<file path="config.mk">
export PLATFORM = sky130hd
export DESIGN_NAME = rx_ring_engine
export DESIGN_NICKNAME = d
export VERILOG_FILES = /design/src/rtl/rx_ring_engine.sv
export SDC_FILE = /design/constraint.sdc
export NUM_CORES = 1
export LEC_CHECK = 0
export BUFFER_PORTS_ARGS = -buffer_cell sky130_fd_sc_hd__buf_4
export CORE_MARGIN = 2
export CORE_UTILIZATION = 25
export DETAILED_ROUTE_END_ITERATION = 6
export PLACE_DENSITY_LB_ADDON = 0.12
export RECOVER_POWER = 25
export SETUP_SLACK_MARGIN = 0.5
export SKIP_LAST_GASP = 1
export SLEW_MARGIN = 20
export SYNTH_ARGS = -nofsm -noshare
export SYNTH_HDL_FRONTEND = slang
export SYNTH_SLANG_ARGS = --single-unit
</file>
<file path="constraint.sdc">
create_clock -name clk -period 3.6 [get_ports clk]
set_clock_uncertainty 0.2 [all_clocks]
set_input_delay 0.36 -clock clk [delete_from_list [all_inputs] [get_ports clk]]
set_output_delay 0.36 -clock clk [all_outputs]
set_load 0.01 [all_outputs]
</file>
<file path="src/rtl/rx_ring_engine.sv">
module rx_ring_engine #(
  parameter int AW        = 24,
  parameter int RING_LOG  = 4,
  parameter int BUF_BYTES = 1544
) (
  input  logic          clk,
  input  logic          rst_n,
  input  logic          stopped,
  input  logic [AW-1:0] ring_base,
  input  logic          frm_valid,
  input  logic [7:0]    frm_data,
  input  logic          frm_last,
  output logic          frm_ready,
  output logic          rx_ready,
  output logic          rint,
  output logic          mem_req,
  output logic          mem_we,
  output logic          mem_word,
  output logic [AW-1:0] mem_addr,
  output logic [15:0]   mem_wdata,
  input  logic          mem_ack,
  input  logic [15:0]   mem_rdata
);
  localparam int RING_N = 1 << RING_LOG;
  localparam int LW     = $clog2(BUF_BYTES + 1);
  localparam int HW     = AW - 16;

  typedef enum logic [3:0] {
    S_IDLE, S_PROBE, S_ADRLO, S_ADRHI, S_PARK,
    S_STORE, S_COUNT, S_STAT, S_MISS, S_DROP
  } state_t;

  state_t              st;
  logic [RING_LOG-1:0] ptr, idx, tries;
  logic [AW-1:0]       bufa;
  logic [LW-1:0]       len;
  logic                issued;
  logic [AW-1:0]       desc_addr;

  assign desc_addr = ring_base + AW'({idx, 3'b000});
  assign frm_ready = (st == S_DROP) || (st == S_STORE && !mem_req);
  assign rx_ready  = (st == S_PARK) && !stopped;

  always_ff @(posedge clk) begin
    if (!rst_n) begin
      st <= S_IDLE; ptr <= '0; idx <= '0; tries <= '0; bufa <= '0; len <= '0;
      issued <= 1'b0; rint <= 1'b0;
      mem_req <= 1'b0; mem_we <= 1'b0; mem_word <= 1'b0; mem_addr <= '0; mem_wdata <= '0;
    end else begin
      rint <= 1'b0;
      if (mem_ack) mem_req <= 1'b0;
      case (st)
        S_IDLE:
          if (stopped) begin
            if (frm_valid) st <= S_DROP;
          end else begin
            idx <= ptr; tries <= '0; st <= S_PROBE;
          end
        S_PROBE:
          if (!mem_req) begin
            mem_req <= 1'b1; mem_we <= 1'b0; mem_word <= 1'b0; mem_addr <= desc_addr + AW'(2);
          end else if (mem_ack) begin
            if (mem_rdata[7:0] == 8'h80) st <= S_ADRLO;
            else if (tries == RING_LOG'(RING_N - 2)) st <= S_MISS;
            else begin
              idx <= idx + 1'b1; tries <= tries + 1'b1;
            end
          end
        S_ADRLO:
          if (!mem_req) begin
            mem_req <= 1'b1; mem_we <= 1'b0; mem_word <= 1'b1; mem_addr <= desc_addr;
          end else if (mem_ack) begin
            bufa[15:0] <= mem_rdata; st <= S_ADRHI;
          end
        S_ADRHI:
          if (!mem_req) begin
            mem_req <= 1'b1; mem_we <= 1'b0; mem_word <= 1'b0; mem_addr <= desc_addr + AW'(3);
          end else if (mem_ack) begin
            bufa[AW-1:16] <= mem_rdata[HW-1:0]; st <= S_PARK;
          end
        S_PARK:
          if (stopped) st <= S_IDLE;
          else if (frm_valid) begin
            len <= '0; st <= S_STORE;
          end
        S_STORE:
          if (frm_valid && frm_ready) begin
            if (len < LW'(BUF_BYTES)) begin
              mem_req <= 1'b1; mem_we <= 1'b1; mem_word <= 1'b0;
              mem_addr <= bufa + AW'(len); mem_wdata <= {8'h00, frm_data};
              len <= len + 1'b1;
            end
            if (frm_last) st <= S_COUNT;
          end
        S_COUNT:
          if (!mem_req && !issued) begin
            mem_req <= 1'b1; mem_we <= 1'b1; mem_word <= 1'b1;
            mem_addr <= desc_addr + AW'(6); mem_wdata <= 16'(len); issued <= 1'b1;
          end else if (mem_ack && issued) begin
            issued <= 1'b0; st <= S_STAT;
          end
        S_STAT:
          if (!mem_req && !issued) begin
            mem_req <= 1'b1; mem_we <= 1'b1; mem_word <= 1'b0;
            mem_addr <= desc_addr + AW'(2); mem_wdata <= 16'h0003; issued <= 1'b1;
          end else if (mem_ack && issued) begin
            issued <= 1'b0; ptr <= ptr + 1'b1; rint <= 1'b1; st <= S_IDLE;
          end
        S_MISS:
          st <= frm_valid ? S_DROP : S_IDLE;
        S_DROP:
          if (frm_valid && frm_last) st <= S_IDLE;
        default: st <= S_IDLE;
      endcase
    end
  end

  p_req_hold_r10: assert property (@(posedge clk) disable iff (!rst_n)
    mem_req && !mem_ack |=> mem_req && $stable(mem_addr) && $stable(mem_we)
                            && $stable(mem_word) && $stable(mem_wdata));

  p_quiet_stopped_r6: assert property (@(posedge clk) disable iff (!rst_n)
    stopped && st == S_IDLE && !mem_req |=> !mem_req);

  p_status_last_r4: assert property (@(posedge clk) disable iff (!rst_n)
    rint |-> $past(mem_ack && mem_we && !mem_word && mem_wdata[7:0] == 8'h03));

  p_ptr_step_r5: assert property (@(posedge clk) disable iff (!rst_n)
    rint |-> ptr == $past(ptr) + 1'b1);

  p_len_cap_r9: assert property (@(posedge clk) disable iff (!rst_n)
    len <= LW'(BUF_BYTES));

  p_buf_bound_r9: assert property (@(posedge clk) disable iff (!rst_n)
    st == S_STORE && mem_req && mem_we |-> mem_addr - bufa < AW'(BUF_BYTES));
endmodule

</file>
==> results of run 1 <==
[through the flow]
stage,instance area (um^2),hold WS (ns),utilization [%],std cells
floorplan,7030,0.248,-,905
global placement,8260,0.266,30.5,1358
detailed placement,8260,0.267,30.5,1358
CTS,8860,0.0497,32.7,1396
global route,9070,0.0514,33.5,1410
finish,9070,0.0584,33.5,1410
[sequential cells by signal (all words and copies together), names as in the netlist, 4 cells and up]
name / flops
ptr: 4
len: 11
mem_wdata: 11
bufa: 24
mem_addr: 24
st: 4
idx: 4
tries: 4
[layout make-up]
| type | instances | area (um^2) | area share (%) |
|---|---|---|---|
| multi-input combinational | 750 | 5240 | 57.8 |
| sequential | 91 | 1830 | 20.2 |
| timing repair buffer | 167 | 1180 | 13.0 |
| tap | 372 | 465 | 5.13 |
| clock buffer | 9 | 225 | 2.48 |
| clock inverter | 7 | 71.3 | 0.786 |
| inverter | 14 | 52.6 | 0.579 |
[metal layers]
metal  vias up  share of wire (%)
met4         0                1.4
met3        24                3.9
met2       150                 43
met5         -                  0
met1      3428                 51
li1       3542                  -
[power by group]
part | leakage (nW) | switching [mW] | internal [mW]
Sequential | 0.740 | 0.0979 | 1.12
Combinational | 2.58 | 0.781 | 0.504
Clock | 0.146 | 0.503 | 0.491
Total | 3.46 | 1.38 | 2.12
[worst max-delay path: cells and delay by family (launching register included)]
kind,cells,cell delay [ns]
adder cells (fa/ha/maj),2,0.54
AO/OA/AOI/OAI,3,0.64
flip-flops,1,0.35
XOR/XNOR,2,0.40
AND/OR/NAND/NOR,3,0.57
buffers and inverters,2,0.34
[final timing paths]
path / start / endpoint / slack, ns / cells past startpoint
worst min register to register: bufa[6] / bufa[6] / 0.28 / 2
worst max register to register: idx[0] / mem_addr[18] / 0.51 / 12
worst max-delay path: idx[0] / mem_addr[18] / 0.51 / 12
worst min-delay path: mem_rdata[11] / bufa[11] / 0.06 / 3
[layout by cell type (no fill, tap or decap), types with 8 or more instances in the layout]
| cell type | netlist | layout |
|---|---|---|
| nand2_1 | 115 | 114 |
| xor2_1 | 27 | 24 |
| buf_4 | 8 | 128 |
| nor3_1 | 20 | 15 |
| or3_1 | 9 | 9 |
| a21oi_1 | 61 | 56 |
| mux2i_1 | 10 | 10 |
| and3_1 | 18 | 17 |
| dfxtp_1 | 91 | 87 |
| nand4_1 | 13 | 13 |
| xnor2_1 | 37 | 37 |
| and2_1 | 16 | 14 |
| o21ai_0 | 40 | 38 |
| a31oi_1 | 10 | 9 |
| clkbuf_1 | 31 | 33 |
| nand2b_1 | 9 | 9 |
| nor2_1 | 80 | 73 |
| nand3_1 | 29 | 29 |
| clkbuf_16 | 0 | 10 |
| ha_1 | 22 | 19 |
| nor4_2 | 2 | 8 |
| a21boi_0 | 30 | 29 |
| o21ai_1 | 19 | 18 |
| nor2b_1 | 13 | 13 |
| inv_1 | 14 | 14 |
| o211a_1 | 12 | 12 |
| o211ai_1 | 11 | 11 |
[cell families (layout without fill, tap and decap cells)]
family	after synthesis	after routing
flip-flops	91	91
AO/OA/AOI/OAI	268	269
AND/OR/NAND/NOR	374	374
XOR/XNOR	65	65
multiplexers	12	12
buffers and inverters	65	197
adder cells (fa/ha/maj)	25	25
other	1	5
[what timing repair did]
action,in CTS,in global routing
pin swaps,21,21
hold endpoints to repair,0,0
setup buffers,22,12
endpoints found under the setup margin,16,22
gates resized for setup,30,43
gates cloned,0,2
==> results by group, run 1 <==
Synthesis
  • Compound-gate portion of the synthesized area: 26.6%
  • Synth Area in Adders: 4.83%
  • Warnings, synthesis: 0
  • Mean Syn Cell Area: 7.70 um^2
  • Netlist Area Pre-Place: 6940 um^2
  • Top FF cell, synth: dfxtp_1
  • Count leader, synth: nand2_1
  • Synthesized-area fraction occupied by and/or/nand/nor cells: 27.9%
  • Most frequent cells after synthesis: nand2_1 (115), dfxtp_1 (91), nor2_1 (80)
  • Synth Register Bits: 91
  • Sequential fraction of the synthesis area: 26.3%
  • Area contributors post-synth: dfxtp_1 (26%), nand2_1 (6.2%), xnor2_1 (4.7%)
  • Synth top area share: 26.3%
  • Largest family of logic cells by synthesized area: simple AND/OR/NAND/NOR gates
  • Dominant cell type by area after synthesis: dfxtp_1
  • Asr flop ratio synth: 0%
  • Post-Synth XOR/XNOR Area: 8.47%
  • Mux cell area share after synthesis: 1.77%
  • Cell count after synthesis: 901
  • Number of flops mapped to enable cells by yosys: 0
  • Post-synth cell types: 86

Floorplan
  • Die ar.: 29100 um^2
  • Starting Density: 25.6%
  • Core Area: 27100 um^2
  • IO Pins: 100
  • Site row count: 60
  • Die width: 171 um
  • Height of the die: 171 um

Timing
  • Worst relative slew slack: 57.1%
  • Final min period: 3.09 ns
  • RSZ-0062 raised after global routing: yes
  • Period utilization: 86.0%
  • Setup ws final: 0.505 ns
  • Count of final setup violators: 0
  • Fmax: 0.323 GHz
  • Pins over their slew limit: 0
  • Setup TNS: 0 ns
  • Slew at the pin with the worst max-slew slack: 0.643 ns
  • Final Hold Vio Count: 0

Setup path
  • Most used cell, CP: buf_4
  • Cell-by-cell trace of the critical path: ha_4 > fa_2 > a211oi_4 > buf_4 > nor4_4 > xor2_4 > buf_4 > o211ai_2 > nor4_1 > xnor2_1 > nand3_1 > a31oi_1
  • Critical Path Max Stage Delay: 0.41 ns
  • Data required, critical path: 3.70 ns
  • Crit-path slowest cell: nor4_1
  • Crit start category: flop
  • Worst EP arrival: 3.19 ns
  • Worst-path maximum fanout: 4
  • Endpoint class of the critical path: flop
  • Crit path kind: flop to flop

Final layout
  • # diodes: 0
  • Final-layout fill cell count: 2936
  • Final nets: 1112
  • Share of layout cells above drive strength 1: 23.0%
  • Area delta synth->final: 30.7%

Routing
  • Drt first pass iters: 4
  • Initial DRC count: 496
  • DRT antenna net count: 0
  • DR WL/cell: 18.0 um
  • Vias per std cell: 5.07
  • DR DRC count: 0
  • Final wirelength: 25300 um
  • Total number of vias: 7144

Clocking
  • CTS Buf Count: 9
  • CTS Sinks: 91
  • Worst-Skew Late Latency: 0.36 ns
  • CTS max path bufs: 2
  • CTS tree: yes
  • # H-tree levels: 3
  • CTS root buf: clkbuf_16
  • Worst-path clk slew: 0.09 ns
  • Hold Buf Count CTS: 0

Placed design
  • Pre-CTS WS: 0.0848 ns
  • Placer Congestion: 0.866
  • Post-DP HPWL: 18600 um
  • Port Buffer Count: 94

Pwr
  • Leak: 3.46 nW
  • Worst vdd ir: 0.172 mV
  • Tot Pwr: 3.50 mW
  • PwrDens: 386 nW/um^2

Global route
  • Met2 usage: 26.2%
  • Vias in the first global route: 6891
  • Global Route met3 Usage: 2.59%
  • First-pass GRT wire length: 38900 um
  • Total grt overflow: 0
  • Overall Global Routing Usage: 17.1%
  • Initial antenna violation count: 0
  • Met1 usage: 24.8%
  • Busiest grt layer: met2
  • Pin count of the biggest net entering global routing: 52

Run status
  • Outcome: finished, final reports clean

Min path
  • Worst Hold Class: input pin to flop

Run
  • # Max-Cap Violations: 0
(Power assumes the default switching activity.)
==> run 2: changes to the inputs <==
--- a/config.mk
+++ b/config.mk
@@ -5,7 +5,8 @@
 export SDC_FILE = /design/constraint.sdc
 export NUM_CORES = 1
 export LEC_CHECK = 0
-export BUFFER_PORTS_ARGS = -buffer_cell sky130_fd_sc_hd__buf_4
+export BUFFER_PORTS_ARGS = -buffer_cell sky130_fd_sc_hd__buf_2
+export CAP_MARGIN = 20
 export CORE_MARGIN = 2
 export CORE_UTILIZATION = 25
 export DETAILED_ROUTE_END_ITERATION = 6
==> run 2 against run 1 <==
Against the previous run:
- flip-flop and latch count is the same
- sequential power hardly changed
- clock power down 3.1%
- wire length decreased by 3.2%
- final area down 2.6%
- first-iteration DRC count fell by 1.6%
- die area stayed put
- final cell count increased by 0.14%
- setup slack lost 0.11 ns
==> results by group, run 2 (same netlist as run 1, synthesis figures left out) <==
Final layout
  • Share of layout cells above drive strength 1: 22.4% (was 23.0%)
  • FF+latch area: 1830 um^2 (unchanged)
  • Multi-input gate area: 5190 um^2 (was 5240 um^2)
  • Most frequent cells in the layout: nand2_1 (113), dfxtp_1 (87), nor2_1 (74) (was buf_4 (128), nand2_1 (114), dfxtp_1 (87))
  • Largest regs: bufa (24), mem_addr (24) (unchanged)
  • Most common cell after layout, fill and taps aside: nand2_1 (was buf_4)
  • Final-layout fill cell count: 2969 (was 2936)
  • Final nets: 1113 (was 1112)
  • Area delta synth->final: 27.4% (was 30.7%)
  • Finished Cell Area: 8840 um^2 (was 9070 um^2)

Timing
  • Final Hold Vio Count: 0 (unchanged)
  • Hold slack: 0.0449 ns (was 0.0584 ns)
  • Fmax: 0.312 GHz (was 0.323 GHz)
  • Period utilization: 88.9% (was 86.0%)
  • Count of final setup violators: 0 (unchanged)
  • Final min period: 3.20 ns (was 3.09 ns)
  • Setup TNS: 0 ns (unchanged)
  • Slew at the pin with the worst max-slew slack: 0.973 ns (was 0.643 ns)
  • Worst relative slew slack: 35.1% (was 57.1%)
  • Pins over their slew limit: 0 (unchanged)
  • RSZ-0062 raised after global routing: yes (unchanged)

Setup path
  • Data required, critical path: 3.65 ns (was 3.70 ns)
  • Worst-path maximum fanout: 5 (was 4)
  • Crit start category: flop (unchanged)
  • Crit path kind: flop to flop (unchanged)
  • Worst EP arrival: 3.25 ns (was 3.19 ns)
  • Endpoint class of the critical path: flop (unchanged)

Clocking
  • # H-tree levels: 3 (unchanged)
  • CTS root buf: clkbuf_16 (unchanged)
  • Worst-path clk slew: 0.08 ns (was 0.09 ns)
  • CTS Buf Count: 9 (unchanged)
  • CTS Sinks: 91 (unchanged)
  • CTS tree: yes (unchanged)
  • Worst-Skew Late Latency: 0.36 ns (about the same)
  • CTS max path bufs: 2 (unchanged)

Routing
  • Final wirelength: 24500 um (was 25300 um)
  • Drt first pass iters: 5 (was 4)
  • DR DRC count: 0 (unchanged)
  • Total number of vias: 6995 (was 7144)
  • Initial DRC count: 488 (was 496)
  • DR WL/cell: 17.4 um (was 18.0 um)
  • DRT antenna net count: 0 (unchanged)
  • Vias per std cell: 4.95 (was 5.07)

Floorplan
  • IO Pins: 100 (unchanged)
  • Height of the die: 171 um (unchanged)
  • Core Area: 27100 um^2 (unchanged)
  • Die ar.: 29100 um^2 (unchanged)
  • Die width: 171 um (unchanged)
  • Starting Density: 25.6% (unchanged)
  • Site row count: 60 (unchanged)

Pwr
  • Worst vdd ir: 0.172 mV (about the same)
  • PwrDens: 381 nW/um^2 (was 386 nW/um^2)
  • Leak: 3.39 nW (was 3.46 nW)

Placed design
  • Placer Congestion: 0.839 (was 0.866)
  • Port Buffer Count: 94 (unchanged)
  • Post-DP HPWL: 18600 um (about the same)
  • Placement Cell Area: 8080 um^2 (was 8260 um^2)

Run status
  • Outcome: finished, final reports clean (unchanged)

Global route
  • Vias in the first global route: 6790 (was 6891)
  • Total grt overflow: 0 (unchanged)
  • Pin count of the biggest net entering global routing: 39 (was 52)
  • Initial antenna violation count: 1 (was 0)
  • First-pass GRT wire length: 38200 um (was 38900 um)
  • Overall Global Routing Usage: 16.7% (was 17.1%)

Run
  • # Max-Cap Violations: 0 (unchanged)

Min path
  • Worst Hold Class: input pin to flop (unchanged)
run 2: cell type report:
cell class | count | share of cell area (%)
flip-flops and latches | 91 | 20.7
repair buffers | 168 | 11.3
clock buffers | 9 | 2.55
inverters | 14 | 0.594
well taps | 372 | 5.27
diodes | 1 | 0.0283
multi-input cells | 750 | 58.8
clock inverters | 7 | 0.793
run 2: per-layer routing:
layer | part of all wire (%) | routed length (um) | GRT usage [%] | up-vias
li1 | - | - | - | 3554
met1 | 50 | 12400 | 23.9 | 3296
met2 | 46 | 11200 | 26.6 | 128
met3 | 3.0 | 746 | 1.85 | 17
met4 | 0.93 | 227 | 4.27 | 0
met5 | 0 | 0 | 0 | -
run 2: worst paths after layout:
| path | from | end | slack, ns | depth (start not counted) |
|---|---|---|---|---|
| hold reg to reg | bufa[6] | bufa[6] | 0.28 | 2 |
| setup reg to reg | idx[0] | mem_addr[17] | 0.40 | 10 |
| setup / recovery | idx[0] | mem_addr[17] | 0.40 | 10 |
| hold / removal | mem_rdata[14] | bufa[14] | 0.04 | 3 |
run 2: what timing repair did:
item,in CTS,in global routing
endpoints found under the hold margin,0,0
pin swaps,26,14
gates cloned,0,1
setup endpoints to repair,16,26
setup buffers,17,11
gates resized for setup,32,29
hold buffers,0,0
run 2: where the power goes:
part	switching, mW	internal, mW	leakage [nW]
logic	0.744	0.449	2.51
clock network	0.477	0.486	0.141
registers	0.0880	1.12	0.740
run 2: stage by stage:
step	cells	worst slack, ns	power (mW)	utilization [%]
detailed placement	1366	0.0567	2.39	29.8
CTS	1399	0.365	3.40	31.9
global placement	1366	0.0712	2.40	29.8
global route	1412	0.263	3.56	32.6
finish	1412	0.399	3.37	32.6
floorplan	905	0.497	1.97	-
run 2: critical path, stage by stage (launching register included):
cell      delay, ns
dfxtp_4        0.35
ha_4           0.16
fa_2           0.39
a211o_4        0.36
and3_4         0.20
nor4_4         0.37
nand3_2        0.22
nor4_4         0.27
xor2_1         0.18
o221ai_1       0.15
o221a_1        0.25
==> run 3: changes to the inputs <==
--- a/config.mk
+++ b/config.mk
@@ -7,6 +7,8 @@
 export LEC_CHECK = 0
 export BUFFER_PORTS_ARGS = -buffer_cell sky130_fd_sc_hd__buf_2
 export CAP_MARGIN = 20
+export CELL_PAD_IN_SITES_DETAIL_PLACEMENT = 1
+export CELL_PAD_IN_SITES_GLOBAL_PLACEMENT = 2
 export CORE_MARGIN = 2
 export CORE_UTILIZATION = 25
 export DETAILED_ROUTE_END_ITERATION = 6
==> run 3 against run 2 <==
Against the previous run:
- critical path depth unchanged
- setup slack got worse by 0.044 ns
- register-to-register slack got worse by 0.04 ns
- critical endpoint is now mem_addr[21]
- sequential share of layout area decreased by 0.60 points
- global-route usage increased by 2.5 points
- fmax decreased by 1.4%
- highest routed layer unchanged
- clock power decreased by 5.6%
- largest cell class unchanged
==> results by group, run 3 (same netlist as run 1, synthesis figures left out) <==
Final layout
  • Largest regs: bufa (24), mem_addr (24) (unchanged)
  • # diodes: 0 (was 1)
  • Most common cell after layout, fill and taps aside: nand2_1 (unchanged)
  • Most frequent cells in the layout: nand2_1 (113), dfxtp_1 (89), buf_4 (75) (was nand2_1 (113), dfxtp_1 (87), nor2_1 (74))
  • Post-layout util: 33.5% (was 32.6%)
  • Area delta synth->final: 31.0% (was 27.4%)
  • Share of layout cells above drive strength 1: 24.5% (was 22.4%)
  • Final nets: 1123 (was 1113)

Routing
  • Initial DRC count: 412 (was 488)
  • Final wirelength: 27600 um (was 24500 um)
  • Drt first pass iters: 6 (was 5)
  • Total number of vias: 7301 (was 6995)
  • DR WL/cell: 19.4 um (was 17.4 um)
  • Vias per std cell: 5.14 (was 4.95)
  • DR DRC count: 0 (unchanged)
  • DRT antenna net count: 0 (unchanged)

Global route
  • First-pass GRT wire length: 43400 um (was 38200 um)
  • Pin count of the biggest net entering global routing: 32 (was 39)
  • Initial antenna violation count: 0 (was 1)
  • Overall Global Routing Usage: 19.2% (was 16.7%)
  • Total grt overflow: 0 (unchanged)
  • Vias in the first global route: 7485 (was 6790)

Timing
  • Period utilization: 90.1% (was 88.9%)
  • Setup TNS: 0 ns (unchanged)
  • Slew at the pin with the worst max-slew slack: 0.803 ns (was 0.973 ns)
  • Fmax: 0.308 GHz (was 0.312 GHz)
  • RSZ-0062 raised after global routing: yes (unchanged)
  • Hold slack: 0.0472 ns (was 0.0449 ns)
  • Count of final setup violators: 0 (unchanged)
  • Final min period: 3.25 ns (was 3.20 ns)
  • Pins over their slew limit: 0 (unchanged)
  • Worst relative slew slack: 46.1% (was 35.1%)
  • Final Hold Vio Count: 0 (unchanged)

Min path
  • Worst Hold Class: input pin to flop (unchanged)

Setup path
  • Worst EP arrival: 3.29 ns (was 3.25 ns)
  • Crit start category: flop (unchanged)
  • Endpoint class of the critical path: flop (unchanged)
  • Cell-by-cell trace of the critical path: ha_4 > fa_2 > a211o_4 > and3_4 > nor4_4 > nand4_1 > nor4_2 > mux2i_1 > o2111ai_2 > o211a_1 (was ha_4 > fa_2 > a211o_4 > and3_4 > nor4_4 > nand3_2 > nor4_4 > xor2_1 > o221ai_1 > o221a_1)
  • Critical Path Max Stage Delay: 0.39 ns (about the same)
  • Crit path kind: flop to flop (unchanged)
  • Worst-path maximum fanout: 4 (was 5)
  • Top delay family on crit path: simple AND/OR/NAND/NOR gates (unchanged)
  • CP Buf/Inv Count: 0 (unchanged)
  • Data required, critical path: 3.65 ns (about the same)
  • Crit-path slowest cell: fa_2 (unchanged)

Clocking
  • CTS root buf: clkbuf_16 (unchanged)
  • Worst-Skew Late Latency: 0.35 ns (was 0.36 ns)
  • # H-tree levels: 3 (unchanged)
  • CTS max path bufs: 2 (unchanged)
  • CTS Sinks: 91 (unchanged)
  • Hold Buf Count CTS: 0 (unchanged)
  • Worst-path clk slew: 0.07 ns (was 0.08 ns)
  • CTS Buf Count: 9 (unchanged)
  • CTS tree: yes (unchanged)

Pwr
  • Worst vdd ir: 0.228 mV (was 0.172 mV)
  • PwrDens: 374 nW/um^2 (was 381 nW/um^2)
  • Leak: 3.49 nW (was 3.39 nW)
  • Tot Pwr: 3.40 mW (was 3.37 mW)

Floorplan
  • Height of the die: 171 um (unchanged)
  • IO Pins: 100 (unchanged)
  • Site row count: 60 (unchanged)
  • Starting Density: 25.6% (unchanged)
  • Die width: 171 um (unchanged)
  • Die ar.: 29100 um^2 (unchanged)
  • Core Area: 27100 um^2 (unchanged)

Run
  • # Max-Cap Violations: 0 (unchanged)

Placed design
  • Placer Congestion: 0.796 (was 0.839)
  • Port Buffer Count: 94 (unchanged)
  • Post-DP HPWL: 20900 um (was 18600 um)

Run status
  • Outcome: finished, final reports clean (unchanged)
run 3: changes by cell type in the layout (fill, tap and decap cells not counted), sizes merged:
| cell | previous run | this run |
|---|---|---|
| clkinv | 4 | 2 |
| clkbuf | 42 | 44 |
| buf | 135 | 144 |
| diode | 1 | 0 |
| inv | 16 | 15 |
| clkinvlp | 1 | 2 |
| a22oi | 6 | 7 |
run 3: stage by stage:
| step | cell area, um^2 | setup WS [ns] | std cells |
|---|---|---|---|
| floorplan | 7030 | 0.497 | 905 |
| detailed placement | 8140 | 0.0263 | 1373 |
| finish | 9090 | 0.355 | 1421 |
| CTS | 8730 | 0.378 | 1408 |
| global placement | 8140 | 0.0251 | 1373 |
| global route | 9090 | 0.236 | 1421 |
run 3: worst paths after layout:
kind,start,slack (ns),depth (start not counted),to
worst max-delay path,idx[0],0.35,10,mem_addr[21]
worst min-delay path,mem_rdata[15],0.05,3,bufa[15]
worst max register to register,idx[0],0.35,10,mem_addr[21]
worst min register to register,bufa[10],0.27,2,bufa[10]
run 3: cell type report:
cell class | count | area [um^2]
fill | 3291 | 18000
multi-input combinational | 751 | 5380
sequential | 91 | 1830
timing repair buffer | 177 | 1100
tap | 372 | 465
clock buffer | 11 | 233
inverter | 14 | 52.6
clock inverter | 5 | 37.5
run 3: what timing repair did:
item,4_1_cts,5_1_grt
pin swaps,33,31
buffers inserted,18,12
gates cloned,1,1
endpoints found under the setup margin,17,31
gates resized for setup,37,58
run 3: worst min-delay path: stages:
cell	delay, ns
buf_2	0.10
nand2_1	0.04
a21boi_0	0.06
run 3: power breakdown:
part	total, mW	switching (mW)	internal [mW]	leakage, nW
Combinational	1.26	0.786	0.476	2.63
Clock	0.909	0.437	0.472	0.126
Sequential	1.23	0.106	1.12	0.738
run 3: routing by layer:
| metal | GRT usage [%] | vias to the layer above | part of all wire (%) |
|---|---|---|---|
| li1 | - | 3569 | - |
| met1 | 27.9 | 3576 | 51 |
| met2 | 29.4 | 138 | 44 |
| met3 | 2.91 | 18 | 4.0 |
| met4 | 4.98 | 0 | 1.5 |
| met5 | 0 | - | 0 |
